==> src/rtl/gei_pkg.sv <==
`timescale 1ns/1ps
package gei_pkg;
  localparam int unsigned REG_W          = 32;
  localparam int unsigned BANK_PINS      = 16;
  localparam int unsigned GLOBAL_EN_ADDR = 32'h08;
  localparam int unsigned SET_BASE       = 32'h10;
  localparam int unsigned SET_STRIDE     = 32'h20;

  typedef enum logic [2:0] {
    SEL_NONE,
    SEL_STATUS,
    SEL_RISE_SET,
    SEL_RISE_CLR,
    SEL_FALL_SET,
    SEL_FALL_CLR
  } reg_sel_e;

  function automatic logic [31:0] set_base(input int unsigned k);
    return 32'(SET_BASE + SET_STRIDE * k);
  endfunction

  // Map a byte address onto a register of register set k.
  function automatic reg_sel_e decode_sel(input logic [31:0] a, input int unsigned k);
    logic [31:0] d;
    d = a - set_base(k);
    if (a < set_base(k)) return SEL_NONE;
    case (d)
      32'h00:  return SEL_STATUS;
      32'h04:  return SEL_RISE_SET;
      32'h08:  return SEL_RISE_CLR;
      32'h0C:  return SEL_FALL_SET;
      32'h10:  return SEL_FALL_CLR;
      default: return SEL_NONE;
    endcase
  endfunction

  // Bank k lives in register set k/2; odd banks take the upper half.
  function automatic int unsigned bank_set(input int unsigned k);
    return k / 2;
  endfunction

  function automatic int unsigned bank_lsb(input int unsigned k);
    return (k % 2) * BANK_PINS;
  endfunction
endpackage

==> src/rtl/gei_sync_edge.sv <==
`timescale 1ns/1ps
module gei_sync_edge #(
  parameter int unsigned N      = 64,
  parameter int unsigned STAGES = 2
) (
  input  logic         clk,
  input  logic         rst_n,
  input  logic [N-1:0] pin_raw,
  output logic [N-1:0] rise_o,
  output logic [N-1:0] fall_o
);
  // chain[STAGES-1] is the synchronised value.
  logic [STAGES-1:0][N-1:0] chain;
  logic [N-1:0]             prev_q;
  logic [N-1:0]             sync_v;

  assign sync_v = chain[STAGES-1];

  always_ff @(posedge clk or negedge rst_n) begin
    if (!rst_n) begin
      chain  <= '0;
      prev_q <= '0;
    end else begin
      chain  <= {chain[STAGES-2:0], pin_raw};
      prev_q <= sync_v;
    end
  end

  assign rise_o = sync_v & ~prev_q;
  assign fall_o = ~sync_v & prev_q;

  // The compare stage must see each synchronised step exactly once.
  p_edge_once_r3: assert property (@(posedge clk) disable iff (!rst_n)
    (|rise_o) |=> ((rise_o & $past(rise_o)) == '0));
endmodule

==> src/rtl/gei_regset.sv <==
`timescale 1ns/1ps
module gei_regset import gei_pkg::*; #(
  parameter int unsigned W = REG_W
) (
  input  logic         clk,
  input  logic         rst_n,
  input  logic         wr_en,
  input  reg_sel_e     sel,
  input  logic [W-1:0] wr_data,
  input  logic [W-1:0] rise_evt,
  input  logic [W-1:0] fall_evt,
  output logic [W-1:0] status,
  output logic [W-1:0] hit,
  output logic [W-1:0] rd_val
);
  logic [W-1:0] rise_en, fall_en;
  logic [W-1:0] clr_mask;
  logic         rs_stb, rc_stb, fs_stb, fc_stb;

  assign rs_stb   = wr_en && (sel == SEL_RISE_SET);
  assign rc_stb   = wr_en && (sel == SEL_RISE_CLR);
  assign fs_stb   = wr_en && (sel == SEL_FALL_SET);
  assign fc_stb   = wr_en && (sel == SEL_FALL_CLR);
  assign clr_mask = (wr_en && (sel == SEL_STATUS)) ? wr_data : '0;

  assign hit = (rise_evt & rise_en) | (fall_evt & fall_en);

  always_ff @(posedge clk or negedge rst_n) begin
    if (!rst_n) begin
      rise_en <= '0;
      fall_en <= '0;
      status  <= '0;
    end else begin
      if (rs_stb)      rise_en <= rise_en | wr_data;
      else if (rc_stb) rise_en <= rise_en & ~wr_data;
      if (fs_stb)      fall_en <= fall_en | wr_data;
      else if (fc_stb) fall_en <= fall_en & ~wr_data;
      // A new event wins over a clear of the same bit.
      status <= (status & ~clr_mask) | hit;
    end
  end

  always_comb begin
    case (sel)
      SEL_STATUS:                 rd_val = status;
      SEL_RISE_SET, SEL_RISE_CLR: rd_val = rise_en;
      SEL_FALL_SET, SEL_FALL_CLR: rd_val = fall_en;
      default:                    rd_val = '0;
    endcase
  end

  p_rise_set_r2: assert property (@(posedge clk) disable iff (!rst_n)
    rs_stb |=> ((rise_en & $past(wr_data)) == $past(wr_data)));
  p_rise_clr_r2: assert property (@(posedge clk) disable iff (!rst_n)
    rc_stb |=> ((rise_en & $past(wr_data)) == '0));
  p_fall_set_r2: assert property (@(posedge clk) disable iff (!rst_n)
    fs_stb |=> ((fall_en & $past(wr_data)) == $past(wr_data)));
  p_fall_clr_r2: assert property (@(posedge clk) disable iff (!rst_n)
    fc_stb |=> ((fall_en & $past(wr_data)) == '0));
  p_status_kept_r5: assert property (@(posedge clk) disable iff (!rst_n)
    1'b1 |=> ((status & $past(status & ~clr_mask)) == $past(status & ~clr_mask)));
  p_only_hit_sets_r3: assert property (@(posedge clk) disable iff (!rst_n)
    1'b1 |=> ((status & ~$past(status) & ~$past(hit)) == '0));
endmodule

==> src/rtl/gei_bank_gate.sv <==
`timescale 1ns/1ps
module gei_bank_gate import gei_pkg::*; #(
  parameter int unsigned NPINS  = 64,
  parameter int unsigned NBANKS = NPINS / BANK_PINS
) (
  input  logic              clk,
  input  logic              rst_n,
  input  logic [NPINS-1:0]  status_all,
  input  logic [NBANKS-1:0] bank_en,
  output logic [NBANKS-1:0] bank_irq
);
  logic [NBANKS-1:0] pend;

  for (genvar k = 0; k < NBANKS; k++) begin : g_bank
    localparam int unsigned LO = bank_set(k) * REG_W + bank_lsb(k);
    assign pend[k]     = |status_all[LO +: BANK_PINS];
    assign bank_irq[k] = pend[k] & bank_en[k];

    p_bank_needs_en_r7: assert property (@(posedge clk) disable iff (!rst_n)
      (bank_irq[k] && $past(bank_irq[k])) |-> $past(bank_en[k]));
  end
endmodule

==> src/rtl/gpio_edge_irq.sv <==
`timescale 1ns/1ps
module gpio_edge_irq import gei_pkg::*; #(
  parameter int unsigned NPINS       = 64,
  parameter int unsigned NDIRECT     = 16,
  parameter int unsigned ADDR_W      = 8,
  parameter int unsigned SYNC_STAGES = 2
) (
  input  logic                          clk,
  input  logic                          rst_n,
  input  logic [NPINS-1:0]              pin_in,
  input  logic                          wr_en,
  input  logic [ADDR_W-1:0]             addr,
  input  logic [31:0]                   wr_data,
  output logic [31:0]                   rd_data,
  output logic [NPINS/BANK_PINS-1:0]    bank_irq,
  output logic [NDIRECT-1:0]            pin_irq
);
  localparam int unsigned NSETS  = NPINS / REG_W;
  localparam int unsigned NBANKS = NPINS / BANK_PINS;

  logic [NPINS-1:0]  rise_all, fall_all, status_all, hit_all;
  logic [31:0]       rd_part [NSETS];
  logic [NBANKS-1:0] bank_en;
  logic [NDIRECT-1:0] pin_irq_q;
  logic              ben_sel;

  gei_sync_edge #(.N(NPINS), .STAGES(SYNC_STAGES)) u_sync (
    .clk(clk), .rst_n(rst_n), .pin_raw(pin_in),
    .rise_o(rise_all), .fall_o(fall_all)
  );

  for (genvar k = 0; k < NSETS; k++) begin : g_set
    reg_sel_e sel_k;
    assign sel_k = decode_sel(32'(addr), k);
    gei_regset #(.W(REG_W)) u_set (
      .clk(clk), .rst_n(rst_n), .wr_en(wr_en), .sel(sel_k), .wr_data(wr_data),
      .rise_evt(rise_all[k*REG_W +: REG_W]), .fall_evt(fall_all[k*REG_W +: REG_W]),
      .status(status_all[k*REG_W +: REG_W]), .hit(hit_all[k*REG_W +: REG_W]),
      .rd_val(rd_part[k])
    );
  end

  assign ben_sel = (32'(addr) == GLOBAL_EN_ADDR);

  always_ff @(posedge clk or negedge rst_n) begin
    if (!rst_n) begin
      bank_en   <= '0;
      pin_irq_q <= '0;
    end else begin
      if (wr_en && ben_sel) bank_en <= wr_data[NBANKS-1:0];
      pin_irq_q <= hit_all[NDIRECT-1:0];
    end
  end

  always_comb begin
    rd_data = ben_sel ? 32'(bank_en) : 32'h0;
    for (int k = 0; k < NSETS; k++) rd_data = rd_data | rd_part[k];
  end

  assign pin_irq = pin_irq_q;

  gei_bank_gate #(.NPINS(NPINS), .NBANKS(NBANKS)) u_gate (
    .clk(clk), .rst_n(rst_n), .status_all(status_all),
    .bank_en(bank_en), .bank_irq(bank_irq)
  );

  p_hit_latches_r6: assert property (@(posedge clk) disable iff (!rst_n)
    (|hit_all) |=> ((status_all & $past(hit_all)) == $past(hit_all)));
  p_ben_write_r8: assert property (@(posedge clk) disable iff (!rst_n)
    (wr_en && ben_sel) |=> (bank_en == $past(wr_data[NBANKS-1:0])));

  for (genvar b = 0; b < NBANKS; b++) begin : g_bank_chk
    p_bank_drop_cause_r7: assert property (@(posedge clk) disable iff (!rst_n)
      $fell(bank_irq[b]) |-> $past(wr_en));
  end

  for (genvar i = 0; i < NDIRECT; i++) begin : g_pin_chk
    p_pin_pulse_r9: assert property (@(posedge clk) disable iff (!rst_n)
      pin_irq[i] |-> status_all[i]);
  end
endmodule

==> config.mk <==
export PLATFORM = sky130hd
export DESIGN_NAME = gpio_edge_irq
export DESIGN_NICKNAME = d
export VERILOG_FILES = /design/src/rtl/gei_pkg.sv /design/src/rtl/gei_sync_edge.sv /design/src/rtl/gei_regset.sv /design/src/rtl/gei_bank_gate.sv /design/src/rtl/gpio_edge_irq.sv
export SDC_FILE = /design/constraint.sdc
export NUM_CORES = 1
export LEC_CHECK = 0
export BUFFER_PORTS_ARGS = -buffer_cell sky130_fd_sc_hd__buf_2
export CAP_MARGIN = 15
export CORE_MARGIN = 1
export CORE_UTILIZATION = 55
export DETAILED_ROUTE_END_ITERATION = 7
export GPL_ROUTABILITY_DRIVEN = 0
export GPL_TIMING_DRIVEN = 0
export PLACE_DENSITY = 0.75
export SLEW_MARGIN = 20
export SYNTH_ARGS = -nofsm -noshare
export SYNTH_HDL_FRONTEND = slang
export SYNTH_SLANG_ARGS = --single-unit
==> constraint.sdc <==
create_clock -name clk -period 5.25 [get_ports clk]
set_clock_uncertainty 0.2 [all_clocks]
set_input_delay 1.05 -clock clk [delete_from_list [all_inputs] [get_ports clk]]
set_output_delay 1.05 -clock clk [all_outputs]
set_load 0.02 [all_outputs]
==> results by group <==
Yosys
  – Top-count cell post-synth: dfrtp_1
  – Synth Area in XOR/XNOR: 0.109%
  – Netlist Area Pre-Place: 0.0161 mm^2
  – Multiplexer area fraction after synthesis: 4.02%
  – Synth Register Bits: 404
  – Area fraction in and, or, nand and nor cells after synthesis: 10.1%
  – Post-synth EDFFs: 0
  – Synth Area in Compound Gates: 20.6%
  – Commonest cells post-synth: dfrtp_1 (404), nand2_1 (187), o21ai_0 (165), o31ai_1 (96), a21o_1 (65)
  – Area leader, netlist: dfrtp_1
  – Synth cell types: 48
  – Syn Area/Cell: 11.7 um^2
  – YS warnings: 0
  – Adder-Cell Fraction of Synth Area: 0%
  – Top FF cell, synth: dfrtp_1
  – Largest family of logic cells by synthesized area: compound AO/OA/AOI/OAI gates
  – Async SR Flop Fraction: 100%
  – Top cell type's share of synthesized area: 62.8%
  – Area contributors post-synth: dfrtp_1 (63%), o21ai_0 (5.1%), o31ai_1 (4.5%)
  – Mapped Cells: 1371
  – Net Count, Synth: 1478
  – Sequential share of the synthesized area: 62.8%

Detailed routing
  – DR vias/cell: 6.50
  – Top Metal Used: met4
  – Violation count after the first detailed-route iteration: 1613
  – Met1 WL: 18200 um
  – TritonRoute pass-1 iters: 5
  – Post-Route WL: 48600 um
  – Routed len/inst: 24.5 um
  – DRC Markers: 0
  – WL met2: 22000 um
  – Met3 WL: 5570 um
  – Vias post-DR: 12893
  – Post-route antenna net violation count: 0

Floorplanning
  – I/O Pins: 159
  – Initial Utilization: 55.9%
  – Die Wd: 173 um
  – Die area: 0.0300 mm^2
  – Row cnt: 62
  – Die height: 173 um
  – Placeable core area: 0.0288 mm^2

Critical path
  – Crit path DAT: 3820 ps
  – Crit path cell chain: buf_2 -> buf_2 -> xor2_1 -> nand2_1 -> o22a_1 -> o21ai_0 -> buf_2
  – Critical Path Start Type: input port
  – Top Family by Delay on Critical Path: XOR/XNOR gates
  – Most repeated library cell on the critical path: buf_2
  – Critical Path Sink Type: output port
  – Critical Path Start: addr[3]
  – Worst Path Max Fanout: 10
  – Setup Crit Path Kind: input port to output port
  – Reg2reg start: u_sync.sync_v[12]
  – Crit path buf inv count: 3
  – CP required: 4000 ps
  – CP max stage delay: 830 ps
  – Slowest CP cell: xor2_1

Clocking
  – Later-pin clock latency in the skew report: 540 ps
  – Post-CTS Setup Inserts: 0
  – H-tree Lvls: 2
  – TritonCTS buffer count: 42
  – TritonCTS clock tree: yes
  – Clock root buffer master: clkbuf_16
  – Sink Count: 404
  – Worst-case clock buffer depth: 3
  – Clock slew at reported path FFs: 60 ps

Placed design
  – I/O Buffers: 154
  – Post-detail-place hpwl: 31600 um
  – Dpl ws: 121 ps

STA
  – Max-slew violation count: 0
  – Setup violations, final: 0
  – TNS Setup: 0 ps
  – Hold_ws: 141 ps
  – Worst slew pin tran: 1210 ps
  – Worst setup margin: 184 ps
  – Fin crit share: 96.5%
  – Crit path time final: 5070 ps
  – RSZ-0062 raised after global routing: false
  – Final hold viol count: 0
  – Max-slew headroom: 18.8%
  – FMAX: 0.197 GHz

Finish
  – Filler cell count: 2166
  – Layout cell share with drive strength beyond 1: 17.0%
  – Area Overhead vs Synth: 17.2%
  – Final nets: 1680

Global route
  – Largest net degree at the start of global routing: 102
  – Initial antenna violation count: 2
  – Vias in the first global route: 12436
  – First-pass GRT wire length: 72900 um
  – Total GRT Usage: 32.4%
  – Remaining global-route overflow: 0

Power and ir drop
  – Power density over the cells: 404 mW/mm^2
  – Leakage: 8.29 nW
  – Tot Pwr: 7.62 mW
  – Max VDD drop: 0.319 mV

Min path
  – Hold crit path type: flip-flop to flip-flop
  – Hold path start: u_sync.chain[50]

Outcome
  – Status: finished clean

Run
  – Max-cap violations: 0
==> per-stage QoR <==
step | utilization, % | area, um^2 | std cells
3_3_place_gp | 60.3 | 17400 | 1909
4_1_cts | 65.5 | 18800 | 1982
3_5_place_dp | 60.7 | 17500 | 1913
2_1_floorplan | - | 16100 | 1371
5_1_grt | 65.6 | 18900 | 1984
6_report | 65.6 | 18900 | 1984
==> placed cells by master, fill, tap and decap left out, types with 7 or more instances in the layout <==
master,instances
mux2i_1,50
buf_2,175
clkbuf_8,9
nand3b_1,64
nand2_1,187
a22oi_1,45
a21o_1,65
a32oi_1,7
o2bb2ai_1,36
o31ai_1,96
dfrtp_1,404
o21ai_0,165
mux2_2,13
nand3_1,9
clkbuf_1,57
a31oi_1,30
a21oi_1,36
nor4_1,17
clkbuf_16,43
==> routing by layer <==
layer,vias to the layer above,global-route usage (%)
met2,859,49.5
li1,5494,-
met1,6333,43.5
met3,207,7.21
met5,-,0
met4,0,17.9
==> power breakdown <==
group / leakage (nW) / internal (mW) / switching [mW]
registers: 4.94 / 3.51 / 0.384
logic: 2.68 / 0.362 / 0.391
clock network: 0.667 / 1.77 / 1.20
total: 8.29 / 5.64 / 1.98
==> cell families (layout without fill, tap and decap cells) <==
kind of cell           Yosys count  in the layout
AO/OA/AOI/OAI                  501            501
AND/OR/NAND/NOR                313            313
buffers and inverters           88            315
multiplexers                    63             63
flip-flops                     404            404
XOR/XNOR                         2              2
other                            0              2
==> timing repair <==
item	4_1_cts	5_1_grt
resized for setup	0	1
hold buffers	0	0
setup endpoints to repair	0	1
==> area by class of cell <==
class | instances | area [um^2] | area share [%]
Antenna cell | 2 | 5.00 | 0.0265
Buffer | 83 | 370 | 1.96
Clock buffer | 56 | 1210 | 6.44
Clock inverter | 13 | 161 | 0.856
Inverter | 5 | 18.8 | 0.0995
Multi-Input combinational cell | 879 | 5610 | 29.8
Sequential cell | 404 | 10100 | 53.6
Tap cell | 384 | 480 | 2.55
Timing Repair Buffer | 158 | 891 | 4.72
==> path summary, 6_finish.rpt <==
check                                        endpoint  slack (ps)  cells after the start
setup / recovery                          rd_data[31]         180                      7
hold / removal                      u_sync.sync_v[50]         140                      0
setup reg to reg            g_set[0].u_set.status[12]        3970                      3
hold reg to reg                     u_sync.sync_v[50]         140                      0
max in group asynchronous  asynchronous set/reset pin        3410                      3
min in group asynchronous            u_sync.chain[39]         200                      1
Note: power is estimated with default switching activity, not from simulation.
